`config.mk`:
```
export PLATFORM = sky130hd
export DESIGN_NAME = adc_cfg_seq
export DESIGN_NICKNAME = d
export VERILOG_FILES = /design/src/rtl/adc_cfg_pkg.sv /design/src/rtl/adc_cfg_timer.sv /design/src/rtl/adc_cfg_step_rom.sv /design/src/rtl/adc_cfg_seq.sv
export SDC_FILE = /design/constraint.sdc
export NUM_CORES = 1
export LEC_CHECK = 0
export ABC_AREA = 1
export CAP_MARGIN = 5
export CORE_MARGIN = 2
export CORE_UTILIZATION = 47
export CTS_CLUSTER_DIAMETER = 120
export CTS_CLUSTER_SIZE = 24
export DETAILED_ROUTE_END_ITERATION = 10
export PLACE_DENSITY = 0.9
export SYNTH_ARGS = -nofsm -noshare
export SYNTH_HDL_FRONTEND = slang
export SYNTH_SLANG_ARGS = --single-unit
```
`constraint.sdc`:
```
create_clock -name clk -period 2.31 [get_ports clk]
set_input_delay 0.231 -clock clk [delete_from_list [all_inputs] [get_ports clk]]
set_output_delay 0.231 -clock clk [all_outputs]
set_load 0.05 [all_outputs]
```
`src/rtl/adc_cfg_pkg.sv`:
```
package adc_cfg_pkg;

    localparam int REG_ADDR_W = 12;
    localparam int REG_DATA_W = 8;

    localparam int MODE_STEPS = 4;
    localparam int TAIL_STEPS = 5;

    localparam logic [REG_ADDR_W-1:0] A_SOFT_RST   = 12'h100;
    localparam logic [REG_ADDR_W-1:0] A_DEC_CTRL   = 12'h169;
    localparam logic [REG_ADDR_W-1:0] A_CPLX_CTRL  = 12'h162;
    localparam logic [REG_ADDR_W-1:0] A_NCO_UPD    = 12'h165;
    localparam logic [REG_ADDR_W-1:0] A_SYNC_MASK  = 12'h161;
    localparam logic [REG_ADDR_W-1:0] A_SYNC_PULSE = 12'h160;
    localparam int NCO0_BASE = 'h200;
    localparam int NCO1_BASE = 'h240;

    typedef enum logic [2:0] {
        ST_WAIT_CLK,
        ST_RST_PULSE,
        ST_SETTLE,
        ST_ISSUE,
        ST_WAIT_DONE,
        ST_HOLD,
        ST_FINISH
    } seq_state_e;

    typedef struct packed {
        logic [REG_ADDR_W-1:0] addr;
        logic [REG_DATA_W-1:0] data;
    } reg_write_t;

endpackage

```
`src/rtl/adc_cfg_timer.sv`:
```
module adc_cfg_timer #(
    parameter int CNT_W = 8
) (
    input  logic             clk,
    input  logic             rst_n,
    input  logic             load,
    input  logic [CNT_W-1:0] load_val,
    output logic             expired
);

    logic [CNT_W-1:0] cnt_d, cnt_q;

    always_comb begin
        cnt_d = cnt_q;
        if (load) begin
            cnt_d = load_val;
        end else if (cnt_q != '0) begin
            cnt_d = cnt_q - 1'b1;
        end
    end

    always_ff @(posedge clk) begin
        if (!rst_n) begin
            cnt_q <= '0;
        end else begin
            cnt_q <= cnt_d;
        end
    end

    assign expired = (cnt_q == '0);

endmodule

```
`src/rtl/adc_cfg_step_rom.sv`:
```
module adc_cfg_step_rom
    import adc_cfg_pkg::*;
#(
    parameter int NCO_W  = 48,
    parameter int STEP_W = 5
) (
    input  logic [STEP_W-1:0] step,
    input  logic [NCO_W-1:0]  nco0_word,
    input  logic [NCO_W-1:0]  nco1_word,
    output reg_write_t        wr,
    output logic              hold_after,
    output logic              last_step
);

    localparam int NCO_BYTES = NCO_W / 8;
    localparam int BYTE_IW   = (NCO_BYTES > 1) ? $clog2(NCO_BYTES) : 1;
    localparam int NCO0_LO   = MODE_STEPS;
    localparam int NCO1_LO   = MODE_STEPS + NCO_BYTES;
    localparam int TAIL_LO   = MODE_STEPS + 2 * NCO_BYTES;
    localparam int NUM_STEPS = TAIL_LO + TAIL_STEPS;

    logic [7:0] nco0_b [NCO_BYTES];
    logic [7:0] nco1_b [NCO_BYTES];

    for (genvar k = 0; k < NCO_BYTES; k++) begin : g_split
        assign nco0_b[k] = nco0_word[8*k +: 8];
        assign nco1_b[k] = nco1_word[8*k +: 8];
    end

    int               idx;
    logic [BYTE_IW-1:0] off;

    always_comb begin
        idx        = int'(step);
        off        = '0;
        wr         = '{addr: A_SOFT_RST, data: 8'h01};
        hold_after = 1'b0;
        last_step  = (idx == NUM_STEPS - 1);
        if (idx < NCO0_LO) begin
            case (idx)
                1:       wr = '{addr: A_DEC_CTRL,  data: 8'h02};
                2:       wr = '{addr: A_CPLX_CTRL, data: 8'h04};
                3:       wr = '{addr: A_DEC_CTRL,  data: 8'h12};
                default: wr = '{addr: A_SOFT_RST,  data: 8'h01};
            endcase
        end else if (idx < NCO1_LO) begin
            off     = BYTE_IW'(idx - NCO0_LO);
            wr.addr = REG_ADDR_W'(NCO0_BASE + idx - NCO0_LO);
            wr.data = nco0_b[off];
        end else if (idx < TAIL_LO) begin
            off     = BYTE_IW'(idx - NCO1_LO);
            wr.addr = REG_ADDR_W'(NCO1_BASE + idx - NCO1_LO);
            wr.data = nco1_b[off];
        end else begin
            case (idx - TAIL_LO)
                0:       wr = '{addr: A_NCO_UPD,    data: 8'h01};
                1:       wr = '{addr: A_NCO_UPD,    data: 8'h00};
                2:       wr = '{addr: A_SYNC_MASK,  data: 8'h82};
                3:       wr = '{addr: A_SYNC_PULSE, data: 8'h03};
                default: wr = '{addr: A_SYNC_PULSE, data: 8'h00};
            endcase
            hold_after = (idx == TAIL_LO) || (idx == TAIL_LO + 3);
        end
    end

endmodule

```
`src/rtl/adc_cfg_seq.sv`:
```
module adc_cfg_seq
    import adc_cfg_pkg::*;
#(
    parameter int NCO_W         = 48,
    parameter int CLK_FREQ_HZ   = 50_000_000,
    parameter int RST_CYCLES    = 16,
    parameter int SETTLE_CYCLES = 256,
    parameter int HOLD_CYCLES   = CLK_FREQ_HZ / 1000
) (
    input  logic                  clk,
    input  logic                  rst_n,
    input  logic                  start,
    input  logic                  clk_present,
    input  logic [NCO_W-1:0]      nco0_word,
    input  logic [NCO_W-1:0]      nco1_word,
    output logic                  conv_rst,
    output logic [REG_ADDR_W-1:0] wr_addr,
    output logic [REG_DATA_W-1:0] wr_data,
    output logic                  wr_strobe,
    input  logic                  wr_done,
    output logic                  busy,
    output logic                  done
);

    localparam int NCO_BYTES = NCO_W / 8;
    localparam int NUM_STEPS = MODE_STEPS + 2 * NCO_BYTES + TAIL_STEPS;
    localparam int STEP_W    = $clog2(NUM_STEPS);
    localparam int CNT_MAX_A = (RST_CYCLES > SETTLE_CYCLES) ? RST_CYCLES : SETTLE_CYCLES;
    localparam int CNT_MAX   = (CNT_MAX_A > HOLD_CYCLES) ? CNT_MAX_A : HOLD_CYCLES;
    localparam int CNT_W     = $clog2(CNT_MAX + 1);

    typedef struct packed {
        seq_state_e            st;
        logic [STEP_W-1:0]     step;
        logic [REG_ADDR_W-1:0] addr;
        logic [REG_DATA_W-1:0] data;
        logic                  strobe;
        logic                  conv_rst;
        logic                  busy;
        logic                  done;
    } seq_regs_t;

    seq_regs_t         q, n;
    reg_write_t        rom_wr;
    logic              rom_hold, rom_last;
    logic              tmr_load, tmr_expired;
    logic [CNT_W-1:0]  tmr_val;

    adc_cfg_step_rom #(
        .NCO_W  (NCO_W),
        .STEP_W (STEP_W)
    ) u_rom (
        .step       (q.step),
        .nco0_word  (nco0_word),
        .nco1_word  (nco1_word),
        .wr         (rom_wr),
        .hold_after (rom_hold),
        .last_step  (rom_last)
    );

    adc_cfg_timer #(
        .CNT_W (CNT_W)
    ) u_timer (
        .clk      (clk),
        .rst_n    (rst_n),
        .load     (tmr_load),
        .load_val (tmr_val),
        .expired  (tmr_expired)
    );

    always_comb begin
        n        = q;
        n.strobe = 1'b0;
        tmr_load = 1'b0;
        tmr_val  = '0;
        case (q.st)
            ST_WAIT_CLK: begin
                if (clk_present) begin
                    n.st     = ST_RST_PULSE;
                    tmr_load = 1'b1;
                    tmr_val  = CNT_W'(RST_CYCLES - 1);
                end
            end
            ST_RST_PULSE: begin
                if (!clk_present) begin
                    n.st = ST_WAIT_CLK;
                end else if (tmr_expired) begin
                    n.st     = ST_SETTLE;
                    tmr_load = 1'b1;
                    tmr_val  = CNT_W'(SETTLE_CYCLES - 1);
                end
            end
            ST_SETTLE: begin
                if (tmr_expired) begin
                    n.st = ST_ISSUE;
                end
            end
            ST_ISSUE: begin
                n.addr   = rom_wr.addr;
                n.data   = rom_wr.data;
                n.strobe = 1'b1;
                n.st     = ST_WAIT_DONE;
            end
            ST_WAIT_DONE: begin
                if (wr_done) begin
                    if (rom_last) begin
                        n.st = ST_FINISH;
                    end else begin
                        n.step = q.step + 1'b1;
                        if (rom_hold) begin
                            n.st     = ST_HOLD;
                            tmr_load = 1'b1;
                            tmr_val  = CNT_W'(HOLD_CYCLES - 1);
                        end else begin
                            n.st = ST_ISSUE;
                        end
                    end
                end
            end
            ST_HOLD: begin
                if (tmr_expired) begin
                    n.st = ST_ISSUE;
                end
            end
            ST_FINISH: begin
                if (start) begin
                    n.st   = ST_WAIT_CLK;
                    n.step = '0;
                end
            end
            default: n.st = ST_WAIT_CLK;
        endcase
        n.conv_rst = (n.st == ST_RST_PULSE);
        n.done     = (n.st == ST_FINISH);
        n.busy     = (n.st != ST_FINISH);
    end

    always_ff @(posedge clk) begin
        if (!rst_n) begin
            q.st       <= ST_WAIT_CLK;
            q.step     <= '0;
            q.addr     <= '0;
            q.data     <= '0;
            q.strobe   <= 1'b0;
            q.conv_rst <= 1'b0;
            q.busy     <= 1'b1;
            q.done     <= 1'b0;
        end else begin
            q <= n;
        end
    end

    assign conv_rst  = q.conv_rst;
    assign wr_addr   = q.addr;
    assign wr_data   = q.data;
    assign wr_strobe = q.strobe;
    assign busy      = q.busy;
    assign done      = q.done;

endmodule

```
# Word level (Yosys, flattened, before mapping)
# Cells that the tools add are included.
# totals
output_inout_bits	24
regBits	48
rom_bits	0
elab_cells	97
n_memories	0
in_bits	101
latchBits	0
mem_bits_rw	0
# op_classes
n_eq_ne	21
mux	42
n_addsub	9
shifts	0
n_reduce_logical	9
n_div	0
bitwise	2
n_mul	0
n_lt_le_gt_ge	5
# ops
operator	n
$mux 16	5
$eq 32x2->1 const B	2
$mux 8	8
$mux 20	3
$bmux 8 s3	2
$pmux 16 s3	1
$pmux 15 s3	1
$pmux 11 s4	1
$eq 32x1->1 const B	1
$logic_not 32->1	1
$add 10x5->11 const A	2
$mux 3	6
$pmux 3 s6	1
$logic_not 16->1	1
$reduce_bool 16->1	1
$sub 16x1->16 const B	1
$eq 5x5->1 const B	3
$eq 3x3->1 const B	4
$sub 12x4->12 const B	1
$sub 12x5->12 const B	1
$eq 5x2->1 const B	2
$mux 1	10
$pmux 5 s2	1
$ge 4x4->1 const B	2
other kinds (21)	27

# Longest topological paths before layout
# depth
word_depth	10
mapped_depth	14
ltp_nobuf	13

# Hierarchy
# A second synthesis with hierarchy kept.
# hier_totals
cells_unflattened	702
hier_area_um2	4048.9
# by_module_without_submodules
module	cells_each	seq_area_each_um2	area_per_inst_um2	n_inst
adc_cfg_seq	235	640.6	1582.8	1
adc_cfg_step_rom	287	0.0	1351.3	1
adc_cfg_timer	180	320.3	1114.8	1

# Least setup slack after synthesis
# OpenSTA, ideal clock, no wires.
# synth_path
path_kind	register to register
startpoint	register, netlist name q[25]
endpoint	register q (netlist bit wr_data[1])
path_stages_with_launch	13
period_less_slack_ns	1.882
setup_time_ns	0.128
arrival_time_ns	1.754
slack_ns	0.428
path_buffers	1
t_required_ns	2.182
path_cell_list	dfxtp_1 inv_1 buf_2 ha_1 inv_1 nand2_1 nand2_1 inv_1 o21ai_0 nor2_1 nor2_1 a21oi_1 nor2_1
# synth_via
elab_chain_cells	8
word_cells_on_any_way	26
classes_between	add/sub: 3; order compare: 3; eq/ne: 6; mux: 11; bitwise: 2; reduce/logical: 1
# synth_lines
item	line	rtl
parallel branches: the longest is 7 deep, another holds $sub 5x5->6	--	
$mux 20 *	adc_cfg_step_rom.sv:39	if (idx < NCO0_LO) begin
end signal, assigned	adc_cfg_seq.sv:149	q <= n;
end, declared	adc_cfg_seq.sv:43	seq_regs_t q, n;
# Every way passes the cells marked *. The select of a mux whose other input is x is not followed.
# A chain may end at the register's enable or synchronous reset.

# Worst setup path in the final report
# layout_path
startpoint	register, netlist name q[25]
endpoint	register q (netlist bit wr_data[0])
# layout_via
elab_chain_cells	8
word_cells_on_any_way	26
classes_between	add/sub: 3; order compare: 3; eq/ne: 6; mux: 11; bitwise: 2; reduce/logical: 1
# layout_lines
item	line
parallel branches: the longest is 7 deep, another holds $sub 5x5->6	--
$mux 20 *	adc_cfg_step_rom.sv:39
# Marks and branches as above.

==> run summary <==
Max Slew Vio Count: 0
Global Route Usage Sum: 0.2634
PortBufs: 122
Crit-path cells: inv_1 > ha_1 > inv_1 > nand2_1 > nand2_1 > inv_1 > nand2_1 > inv_1 > nand2_1 > nand2_1 > nand2_1 > nand2_1 > a21oi_1
Critical path launch point type: flop
Post-CTS Resized: 0
EDFF count, synth: 0
#FFs+latches synth: 46
Final setup vio count: 0
Status: finished, final reports clean
Synth area leader: dfxtp_1
Post-synth top area share: 0.2482
Clk_lat worst skew: 310 ps
Grt ovf: 0
Non-Filler Instances: 810
DRT iter0 DRCs: 383
Leading register cell type out of synthesis: dfxtp_1
Post-synthesis sequential area ratio: 0.2482
Tightest Pin Transition: 574.4 ps
Final Hold Vio Count: 0
I/O pin cnt: 125
Crit path arrival time: 2320 ps
Critical Path End Type: flop
Highest-delay cell along the critical path: dfxtp_1
Via density per instance: 5.309
Routed WL per cell: 13.47 µm
# diodes: 0
Min-Delay Path Class: reg -> reg
Top post-synthesis cells by count: 166 x nand2_1, 79 x nor2_1, 62 x nand3_1
Gate Count Post-Synth: 608
Vias in the first global route: 4161
Via count: 4300
Largest net degree at the start of global routing: 47
Final period utilization: 0.9120
Cell repeated most along the worst path: nand2_1
Syn Std Cell Area: 3710 µm²
Post-CTS Hold Fix Bufs: 0
Yosys warning count: 0
Slew margin rel.: 0.6147
Die Y-Extent: 92.85 µm
Setup TNS: 0 ps
RSZ-0062 raised after global routing: false
Largest stage delay, worst path: 550 ps
Place WS: 319.7 ps
Synth area leaders: dfxtp_1 25%, nand2_1 17%, nand3_1 8.4%
Peak Freq: 0.4747 GHz
Layout cells sized above 1: 0.07627
Syn Area/Cell: 6.102 µm²
Setup CP Type: reg -> reg
Pleak: 0.002269 µW
Chip Width: 92.85 µm
First-pass GRT wire length: 18770 µm
Placed Cells: 802
Final WS setup: 203.3 ps
TritonCTS Buffers: 5
Worst clock skew: 14.18 ps
Worst VDD drop: 0.3049 mV
Nets: 822
GPL Wtd Cong: 0.9314
Post-DP HPWL: 8715 µm
Hold slack final: 445.4 ps
PwrDens: 507.4 nW/µm²
Post-synth ARST share: 0
DR DRC count: 0
Initial Utilization: 0.4826
Top-count cell post-synth: nand2_1
Initial antenna violation count: 0
Fin crit period: 2107 ps
Netlist cell types: 37
Post-route ant nets: 0
Die footprint: 8620 µm²
WL final: 10910 µm
Area Growth Syn to Fin: 33.96%
Total power: 2522 µW
CTS clk-pin slew, worst paths: 100 ps
Crit path max fanout: 10
Clk sink count: 46
CTS Buffer Depth: 2
Postcts setup bufs: 0
Std cell rows: 32
CTS tree: done
Core area: 7687 µm²
Required time of the critical path: 2530 ps
H-Tree Depth: 2
Drt first pass iters: 5
Root buffer cell: clkbuf_8
Maxcap violations: 0
==> final cells by class <==
class | instances | area (µm²)
timing repair buffer | 130 | 1281
clock buffer | 5 | 68.82
inverter | 63 | 239.0
sequential | 46 | 920.9
clock inverter | 3 | 21.27
multi-input combinational | 461 | 2311
fill | 669 | 2718
tap | 102 | 127.6
==> cells by family after synthesis <==
kind of cell	Yosys count	share of synthesized area
simple gates	354	0.4337
buf+inv	102	0.1299
compound gates	82	0.1187
flops	46	0.2482
fa+ha+maj	14	0.04722
xor+xnor	9	0.02125
other cells	1	0.001011
==> worst paths after layout <==
kind / to / from / cells past startpoint / slack (ps)
max: wr_data[0] / q[25] / 13 / 200
min: wr_addr[7] / wr_addr[7] / 2 / 450
max reg2reg: wr_data[0] / q[25] / 13 / 200
min reg2reg: wr_addr[7] / wr_addr[7] / 2 / 450
==> cells in the final DEF, fill, tap and decap left out, types with 2 or more instances in the layout <==
cell type	count
nor3_1	6
o21ai_0	42
a31oi_1	4
conb_1	2
nand2_2	4
nand4_2	2
inv_1	55
nand3b_1	4
buf_4	8
nand2_1	166
nand4_1	7
dfxtp_1	46
inv_2	6
clkdlybuf4s50_1	122
clkbuf_8	5
nand3_2	2
xnor2_1	3
ha_1	14
nand3_1	62
nor2_1	79
nor3b_2	3
nand3_4	2
a21oi_1	27
xor2_1	6
o211ai_1	5
nor2_2	9
or2_2	4
==> layer usage <==
metal | share of wire | GRT usage | vias up
met3 | 0.061 | 0.03580 | 30
met2 | 0.49 | 0.4758 | 184
met4 | 0.027 | 0.07598 | 0
met5 | 0 | 0 | -
met1 | 0.42 | 0.3245 | 1957
li1 | - | - | 2129
==> state kept, by name (all words and copies together), names as in the netlist <==
name,flops
u_timer.cnt_q,16
wr_addr,10
q,8
wr_data,8
busy,1
conv_rst,1
done,1
wr_strobe,1
==> report_power, final <==
part	leakage (µW)	total (µW)	switching (µW)	internal, µW
clock network	0.0000441	511	298	213
logic	0.00185	1060	598	460
registers	0.000373	953	77.9	875
==> critical path, delay by kind of cell (launching register included) <==
kind,cells,cell delay (ps)
adders and majority gates,1,230
and+or+nand+nor,7,710
AOI/OAI and AO/OA,1,120
DFF,1,550
buffers and inverters,4,400
==> stage by stage <==
stage | area (µm²) | utilization
2_1_floorplan | 3714 | -
5_1_grt | 4970 | 0.6465
6_report | 4970 | 0.6465
3_5_place_dp | 4880 | 0.6348
3_3_place_gp | 4880 | 0.6348
4_1_cts | 4970 | 0.6465
Power figures use the tool's default switching activity.
